`src/rtl/mslice_alu_pkg.sv`:
```
// Shared types for the operand-select ALU.
// Assumes the micro-op layout: [2:0] operand pair, [5:3] function.
package mslice_alu_pkg;

    // Operand pair selection; the encoding is decoded directly from uop[2:0].
    typedef enum logic [2:0] {
        SRC_APORT_QREG = 3'd0,
        SRC_APORT_BPORT = 3'd1,
        SRC_NIL_QREG   = 3'd2,
        SRC_NIL_BPORT  = 3'd3,
        SRC_NIL_APORT  = 3'd4,
        SRC_DIN_APORT  = 3'd5,
        SRC_DIN_QREG   = 3'd6,
        SRC_DIN_NIL    = 3'd7
    } src_sel_e;

    // Function selection; codes 0..2 are arithmetic, 3..7 are logic.
    typedef enum logic [2:0] {
        OP_SUM       = 3'd0,
        OP_S_LESS_R  = 3'd1,
        OP_R_LESS_S  = 3'd2,
        OP_IOR       = 3'd3,
        OP_CONJ      = 3'd4,
        OP_CLEAR_BY_R = 3'd5,
        OP_DIFF      = 3'd6,
        OP_MATCH     = 3'd7
    } fn_sel_e;

    // True when the function routes through the adder.
    function automatic logic fn_is_arith(input fn_sel_e fn);
        return (fn == OP_SUM) || (fn == OP_S_LESS_R) || (fn == OP_R_LESS_S);
    endfunction

endpackage

```
`src/rtl/mslice_operand_mux.sv`:
```
// Operand pair selector.
// Builds R from {A-port, D, zero} and S from {A-port, B-port, Q, zero}
// according to the source code. Purely combinational.
module mslice_operand_mux
    import mslice_alu_pkg::*;
#(
    parameter int W = 32
) (
    input  logic [W-1:0] a_val,
    input  logic [W-1:0] b_val,
    input  logic [W-1:0] q_val,
    input  logic [W-1:0] d_val,
    input  src_sel_e     src,
    output logic [W-1:0] r_op,
    output logic [W-1:0] s_op
);

    // Select the R operand: A-port, direct data or inhibited to zero.
    always_comb begin
        case (src)
            SRC_APORT_QREG, SRC_APORT_BPORT:            r_op = a_val;
            SRC_DIN_APORT, SRC_DIN_QREG, SRC_DIN_NIL:   r_op = d_val;
            default:                                    r_op = '0;
        endcase
    end

    // Select the S operand: A-port, B-port, Q or inhibited to zero.
    always_comb begin
        case (src)
            SRC_APORT_QREG, SRC_NIL_QREG, SRC_DIN_QREG: s_op = q_val;
            SRC_APORT_BPORT, SRC_NIL_BPORT:             s_op = b_val;
            SRC_NIL_APORT, SRC_DIN_APORT:               s_op = a_val;
            default:                                    s_op = '0;
        endcase
    end

endmodule

```
`src/rtl/mslice_alu_core.sv`:
```
// Function unit: one shared adder for the three arithmetic codes and a
// bitwise unit for the five logic codes. Subtraction is done by inverting
// one operand and adding carry_in. The adder is split at the top bit so the
// carry into the MSB is available for overflow detection.
// Assumes W >= 2.
module mslice_alu_core
    import mslice_alu_pkg::*;
#(
    parameter int W = 32
) (
    input  logic [W-1:0] r_op,
    input  logic [W-1:0] s_op,
    input  logic         carry_in,
    input  fn_sel_e      fn,
    output logic [W-1:0] f,
    output logic         arith,
    output logic         c_into_msb,
    output logic         c_from_msb
);

    localparam int MSB = W - 1;

    logic [W-1:0] add_x;
    logic [W-1:0] add_y;
    logic [W-1:0] low_sum;
    logic         sum_msb;
    logic [W-1:0] logic_res;

    // Condition the adder inputs: invert R or S for the two subtractions.
    always_comb begin
        case (fn)
            OP_S_LESS_R: begin add_x = ~r_op; add_y = s_op;  end
            OP_R_LESS_S: begin add_x = r_op;  add_y = ~s_op; end
            default:     begin add_x = r_op;  add_y = s_op;  end
        endcase
    end

    // Add the lower bits, then resolve the top bit and its carries.
    always_comb begin
        low_sum    = {1'b0, add_x[MSB-1:0]} + {1'b0, add_y[MSB-1:0]}
                   + {{MSB{1'b0}}, carry_in};
        c_into_msb = low_sum[MSB];
        sum_msb    = add_x[MSB] ^ add_y[MSB] ^ c_into_msb;
        c_from_msb = (add_x[MSB] & add_y[MSB])
                   | (c_into_msb & (add_x[MSB] ^ add_y[MSB]));
    end

    // Bitwise functions; carry_in does not reach this path.
    always_comb begin
        case (fn)
            OP_IOR:        logic_res = r_op | s_op;
            OP_CONJ:       logic_res = r_op & s_op;
            OP_CLEAR_BY_R: logic_res = ~r_op & s_op;
            OP_DIFF:       logic_res = r_op ^ s_op;
            OP_MATCH:      logic_res = ~(r_op ^ s_op);
            default:       logic_res = '0;
        endcase
    end

    assign arith = fn_is_arith(fn);
    assign f     = arith ? {sum_msb, low_sum[MSB-1:0]} : logic_res;

endmodule

```
`src/rtl/mslice_status.sv`:
```
// Status generation from the result and adder carries.
// Overflow is the disagreement of the carries into and out of the MSB.
// Carry-out and overflow are forced low for logic functions.
module mslice_status #(
    parameter int W = 32
) (
    input  logic [W-1:0] f,
    input  logic         arith,
    input  logic         c_into_msb,
    input  logic         c_from_msb,
    output logic         sign,
    output logic         zero,
    output logic         ovf,
    output logic         cout
);

    // Derive the four status bits.
    always_comb begin
        sign = f[W-1];
        zero = ~|f;
        ovf  = arith & (c_into_msb ^ c_from_msb);
        cout = arith & c_from_msb;
    end

endmodule

```
`src/rtl/mslice_alu.sv`:
```
// Top of the operand-select ALU.
// Decodes the micro-op, runs operand selection, the function unit and the
// status logic, then either registers the outputs (REG_OUT=1) or passes
// them straight through (REG_OUT=0). The register uses a synchronous
// active-low reset to F=0 with the zero flag set.
module mslice_alu
    import mslice_alu_pkg::*;
#(
    parameter int W       = 32,
    parameter bit REG_OUT = 1'b1
) (
    input  logic         clk,
    input  logic         rst_n,
    input  logic [W-1:0] a_port,
    input  logic [W-1:0] b_port,
    input  logic [W-1:0] q_reg,
    input  logic [W-1:0] d_in,
    input  logic         carry_in,
    input  logic [5:0]   uop,
    output logic [W-1:0] f_out,
    output logic         sign_o,
    output logic         zero_o,
    output logic         ovf_o,
    output logic         cout_o
);

    src_sel_e     src;
    fn_sel_e      fn;
    logic [W-1:0] r_op;
    logic [W-1:0] s_op;
    logic [W-1:0] f_c;
    logic         arith_c;
    logic         cin_msb_c;
    logic         cout_msb_c;
    logic         sign_c;
    logic         zero_c;
    logic         ovf_c;
    logic         cout_c;

    assign src = src_sel_e'(uop[2:0]);
    assign fn  = fn_sel_e'(uop[5:3]);

    mslice_operand_mux #(.W(W)) opmux_i (
        .a_val (a_port),
        .b_val (b_port),
        .q_val (q_reg),
        .d_val (d_in),
        .src   (src),
        .r_op  (r_op),
        .s_op  (s_op)
    );

    mslice_alu_core #(.W(W)) core_i (
        .r_op       (r_op),
        .s_op       (s_op),
        .carry_in   (carry_in),
        .fn         (fn),
        .f          (f_c),
        .arith      (arith_c),
        .c_into_msb (cin_msb_c),
        .c_from_msb (cout_msb_c)
    );

    mslice_status #(.W(W)) status_i (
        .f          (f_c),
        .arith      (arith_c),
        .c_into_msb (cin_msb_c),
        .c_from_msb (cout_msb_c),
        .sign       (sign_c),
        .zero       (zero_c),
        .ovf        (ovf_c),
        .cout       (cout_c)
    );

    generate
        if (REG_OUT) begin : g_out_reg
            // Hold result and status for one clock; reset to a clean zero result.
            always_ff @(posedge clk) begin
                if (!rst_n) begin
                    f_out  <= '0;
                    sign_o <= 1'b0;
                    zero_o <= 1'b1;
                    ovf_o  <= 1'b0;
                    cout_o <= 1'b0;
                end else begin
                    f_out  <= f_c;
                    sign_o <= sign_c;
                    zero_o <= zero_c;
                    ovf_o  <= ovf_c;
                    cout_o <= cout_c;
                end
            end
        end else begin : g_out_comb
            // Present the combinational result directly.
            always_comb begin
                f_out  = f_c;
                sign_o = sign_c;
                zero_o = zero_c;
                ovf_o  = ovf_c;
                cout_o = cout_c;
            end
        end
    endgenerate

endmodule

```
`config.mk`:
```
export PLATFORM = sky130hd
export DESIGN_NAME = mslice_alu
export DESIGN_NICKNAME = d
export VERILOG_FILES = /design/src/rtl/mslice_alu_pkg.sv /design/src/rtl/mslice_operand_mux.sv /design/src/rtl/mslice_alu_core.sv /design/src/rtl/mslice_status.sv /design/src/rtl/mslice_alu.sv
export SDC_FILE = /design/constraint.sdc
export NUM_CORES = 1
export LEC_CHECK = 0
export BUFFER_PORTS_ARGS = -buffer_cell sky130_fd_sc_hd__buf_2
export CORE_MARGIN = 2
export CORE_UTILIZATION = 28
export DETAILED_ROUTE_END_ITERATION = 10
export RECOVER_POWER = 50
export SYNTH_ARGS = -nofsm -noshare
export SYNTH_HDL_FRONTEND = slang
export SYNTH_SLANG_ARGS = --single-unit
```
`constraint.sdc`:
```
create_clock -name clk -period 8.9 [get_ports clk]
set_clock_uncertainty 0.15 [all_clocks]
set_input_delay 0.445 -clock clk [delete_from_list [all_inputs] [get_ports clk]]
set_output_delay 0.445 -clock clk [all_outputs]
set_load 0.005 [all_outputs]
```
---- After elaboration in Yosys (flattened, before gate mapping) ----
Index checks and enable logic that the tools add are counted.
storage, ports and cells
  bits in writable memories ............... 0
  input bits .............................. 137
  latch bits .............................. 0
  output and inout bits ................... 36
  logic and storage cells ................. 53
  memories ................................ 0
  bits in read-only memories .............. 0
  register bits after elaboration ......... 36
operators by class
  $lt $le $gt $ge ......................... 0
  add/subtract/negate cells ............... 2
  reductions and logical operators ........ 11
  $mul .................................... 0
  equal/unequal tests ..................... 14
  mux-type cells .......................... 6
  bitwise gates (word level) .............. 15
  divide/modulo/power cells ............... 0
  shifts and indexed selects .............. 0
operator list
  kind                  number
  $pmux W32 S5          1
  $mux W32              3
  $not A32 Y32          3
  $pmux W32 S3          1
  $and A32 B32 Y32      2
  $pmux W32 S2          1
  $add A31 B31 Y32      1
  $add A32 B1 Y32       1
  $or A32 B32 Y32       1
  $reduce_or A32 Y1     1
  $xor A32 B32 Y32      1
  $eq A3 B3 Y1 const B  8
  $eq A3 B2 Y1 const B  4
  $eq A3 B1 Y1 const B  2
  $logic_not A3 Y1      2
  $reduce_or A2 Y1      3
  $reduce_or A3 Y1      2
  $and A1 B1 Y1         4
  $xor A1 B1 Y1         3
  $logic_or A1 B1 Y1    2
  $logic_not A1 Y1      1
  $or A1 B1 Y1          1

---- Logic depth before layout (Yosys ltp) ----
  depth in word-level cells ............... 11
  mapped depth ............................ 26
  depth with buffers taken out ............ 22

---- By module ----
Synthesis repeated with hierarchy kept, for this count alone.
unflattened totals
  cell total of the unflattened synthesis .. 1043
  area, all modules ....................... 7696.1 um^2
by module, submodules not included
  module              cells each  times used  area each (um^2)
  mslice_alu_core     696         1           4585.6
  mslice_operand_mux  257         1           2003.2
  mslice_alu          75          1           1006.0
  mslice_status       15          1           101.3

---- Worst setup path before layout ----
No wires, ideal clock.
  kind .................................... input to register
  start ................................... input port uop[3]
  end ..................................... register zero_o
  data required time ...................... 8.666 ns
  slack ................................... 3.351 ns
  buffers on the path ..................... 6
  stages .................................. 25
  data arrival time ....................... 5.315 ns
  cells stage by stage .................... buf_2 -> buf_2 -> buf_2 -> buf_1 -> nor3b_1 -> clkbuf_1 -> buf_2 -> xnor2_1 -> ha_1 -> a211oi_1 -> o211ai_1 -> a221oi_2 -> nand4_2 -> nand3_1 -> a31oi_1 -> o21ai_0 -> nand2b_1 -> fa_1 -> nand2_1 -> o211ai_1 -> nor4_1 -> nand4_1 -> nor4_1 -> nand4b_1 -> o31ai_2
on the way
  longest elaborated chain between the ends .. 8
RTL lines
  item                                          RTL line                                     text
  from (decl)                                   mslice_alu.sv:19                             input logic [5:0] uop,
  $eq A3 B1 Y1 or $eq A3 B2 Y1 (tied branches)  mslice_alu_pkg.sv:31, mslice_alu_core.sv:31
  $mux W32                                      mslice_alu_core.sv:31                        case (fn)
  $add A31 B31 Y32                              mslice_alu_core.sv:40                        low_sum = {1'b0, add_x[MSB-1:0]} + {1'b0, add_y[MSB-1:0]}
  $add A32 B1 Y32                               mslice_alu_core.sv:41                        + {{MSB{1'b0}}, carry_in};
  $xor A1 B1 Y1                                 mslice_alu_core.sv:43                        sum_msb = add_x[MSB] ^ add_y[MSB] ^ c_into_msb;
  $mux W32 *                                    mslice_alu_core.sv:61                        assign f = arith ? {sum_msb, low_sum[MSB-1:0]} : logic_res;
  $reduce_or A32 Y1 *                           mslice_status.sv:20                          zero = ~|f;
  $logic_not A1 Y1 *                            mslice_status.sv:20
  to (signal assigned)                          mslice_alu.sv:88                             zero_o <= zero_c;
  to (decl)                                     mslice_alu.sv:22                             output logic zero_o,
Mark *: on every way between the ends. The rest lies on a longest branch, timed or not.
A chain may end at the register's enable or synchronous reset.

---- Worst setup path after layout ----
  start ................................... input port uop[4]
  end ..................................... register zero_o
The elaborated chain is that of the path after synthesis.

==> run summary <==
DRT Pass-1 Iters = 6
DR DRC count = 0
Post-CTS Hold Fix Bufs = 0
H-Tree Level Count = 2
final WL = 25790 um
largest net degree at the start of global routing = 80
first-pass GRT wire length = 40300 um
CP Class = primary input to flop
library cells used by synthesis = 71
clock slew at reported path FFs = 0.05 ns
CP required = 8.95 ns
total track usage = 17.75%
Max Buffers Root-to-Sink = 2
I/O pin total = 173
area share of the largest cell type after synthesis = 10.44%
Final period util = 66.07%
Placeable Area = 0.02606 sq mm
nets = 1365
Crit. End Element = flop
Synth Register Bits = 35
Slew HR = 38.59%
Post-Syn Instances = 1058
leakage = 3.830 nW
startpoint types = primary input
Worst Path Arrival = 5.93 ns
post-cts sizing count = 0
row cnt = 59
Starting Density = 28.52%
Net Count, Synth = 1260
Die H = 166.9 um
final setup margin = 3.020 ns
Root Driver = clkbuf_16
total power = 1.079 mW
total congestion overflow = 0
final setup TNS = 0 ns
number of I/O port buffers = 172
Vias per Instance = 5.292
crit-path max FO = 39
Power per Cell Area = 126.6 mW/mm^2
Placer Congestion = 0.9441
timing-limited maximum frequency = 170.1 MHz
Fill cells = 2810
area leader, netlist = ha_1
Worst Max-Slew Pin Slew = 0.9184 ns
fraction of registers with async set/reset = 0%
Hold Crit Class = primary input to flop
Area Overhead vs Synth = 14.65%
Routed Antenna Nets = 0
clock sink count = 35
ANT cells = 0
top post-synthesis cells by area = ha_1, dfxtp_1, xor2_1
DIE WIDTH = 166.9 um
via count = 7933
RSZ-0062 raised after global routing = no
status = complete, no violations
post-synthesis cell area = 0.007432 sq mm
DRT iter0 DRCs = 638
pre-CTS WS = 2.782 ns
Max Cap Viol = 0
TritonCTS clock tree = yes
Max VDD drop = 0.08796 mV
min cycle time layout = 5.880 ns
Post CTS Setup Buffer Count = 0
initial antenna violation count = 0
Syn Area/Cell = 7.025 sq um
Final Hold Viols = 0
hpwl dp = 20840 um
Post-synth EDFFs = 0
register area share after synthesis = 9.428%
Final setup viols = 0
Core Util, Final = 32.70%
die area = 0.02786 sq mm
fraction of layout instances using a drive strength above 1 = 15.46%
vias in the first global route = 7138
synth warn = 0
WL/cell = 17.20 um
CTS Buf Count = 5
max-slew violation count = 0
Synth Flop Type = dfxtp_1
synthesized netlist by cell type, types with 10 or more instances:
master and number:
mux2i_1 17, buf_2 30, dfxtp_1 35, nand3_1 31, ha_1 62, xor2_1 77
o22ai_1 11, and3_1 15, nand4_1 15, buf_1 13, clkbuf_1 35, o2bb2ai_1 12
a31oi_1 13, inv_1 70, xnor2_1 36, o21ai_0 68, nor3_1 20, a22oi_1 14
a32oi_1 10, a32o_1 13, nor2_1 52, a21o_1 16, o211ai_1 12, and2_1 10
a21oi_1 57, nand2b_1 42, nand3b_1 14, nand2_1 101, nor2b_1 34
registers in the layout (all words and copies together), names as in the netlist:
name	cells
cout_o	1
f_out	32
ovf_o	1
zero_o	1
layout make-up:
cell class	instances	area, sq um	area share, %
multi-input combinational	867	6083	71.39
timing repair buffer	184	917.1	10.76
sequential	35	700.7	8.223
tap	335	419.2	4.919
inverter	70	262.8	3.084
clock buffer	7	132.6	1.557
clock inverter	1	5.005	0.05874
worst max-delay path, stage by stage:
cell,delay (ns)
buf_2,0.08
buf_4,0.38
nor2b_1,0.36
nor2b_4,0.20
buf_4,0.49
xor2_1,0.14
ha_1,0.41
a211oi_1,0.33
o211ai_1,0.16
a221oi_2,0.49
nand4_2,0.20
nand3_1,0.20
a31oi_1,0.10
o21ai_0,0.16
nand2b_1,0.12
fa_1,0.45
nand2_1,0.07
o211ai_1,0.11
nor4_1,0.19
nand4_1,0.12
nor4_1,0.30
nand4b_1,0.15
o31ai_2,0.22
cell usage in the layout (no fill, tap or decap), types with 11 or more instances in the layout:
cell / netlist / final
buf_2: 30 / 139
nand2_1: 101 / 101
xor2_1: 77 / 77
inv_1: 70 / 70
o21ai_0: 68 / 68
ha_1: 62 / 62
a21oi_1: 57 / 56
nor2_1: 52 / 52
nand2b_1: 42 / 42
xnor2_1: 36 / 36
dfxtp_1: 35 / 35
nor2b_1: 34 / 33
clkbuf_1: 35 / 32
nand3_1: 31 / 31
nor3_1: 20 / 20
mux2i_1: 17 / 17
a21o_1: 16 / 16
nand4_1: 15 / 15
and3_1: 15 / 15
a22oi_1: 14 / 14
nand3b_1: 14 / 14
buf_4: 3 / 14
a31oi_1: 13 / 13
a32o_1: 13 / 13
o2bb2ai_1: 12 / 12
o211ai_1: 12 / 12
o22ai_1: 11 / 11
worst paths after layout:
| kind | from | to | slack [ns] | depth (start not counted) |
|---|---|---|---|---|
| worst max-delay path | uop[4] | zero_o$_SDFF_PN1_ | 3.02 | 23 |
| worst min-delay path | rst_n | zero_o$_SDFF_PN1_ | 0.31 | 2 |
power by group:
| part | leakage [nW] | switching, mW | internal [mW] | total, mW |
|---|---|---|---|---|
| Combinational | 3.47 | 0.447 | 0.283 | 0.730 |
| Clock | 0.0679 | 0.0577 | 0.103 | 0.161 |
| Sequential | 0.290 | 0.00748 | 0.181 | 0.188 |
layer usage:
layer / global-route usage [%] / up-vias / share of wire (%)
met4: 2.624 / 0 / 0.83
met2: 24.96 / 290 / 40
met1: 28.77 / 3644 / 52
met3: 2.067 / 13 / 6.4
met5: 0 / - / 0
li1: - / 3986 / -
cell families after synthesis:
group           after synthesis  synth area share (%)
flops                        35                 9.428
mux                          18                 2.441
simple gates                364                 25.51
fa+ha+maj                    65                 11.25
xor+xnor                    113                 13.32
buf+inv                     156                 9.040
compound gates              307                 29.02
stage by stage:
step,instances,area [sq um],hold WS [ns]
2_1_floorplan,1058,7432,0.4167
3_3_place_gp,1491,8422,0.5932
3_5_place_dp,1491,8422,0.6025
4_1_cts,1499,8559,0.3170
5_1_grt,1499,8521,0.3328
6_report,1499,8521,0.3101
(Power assumes the default switching activity.)
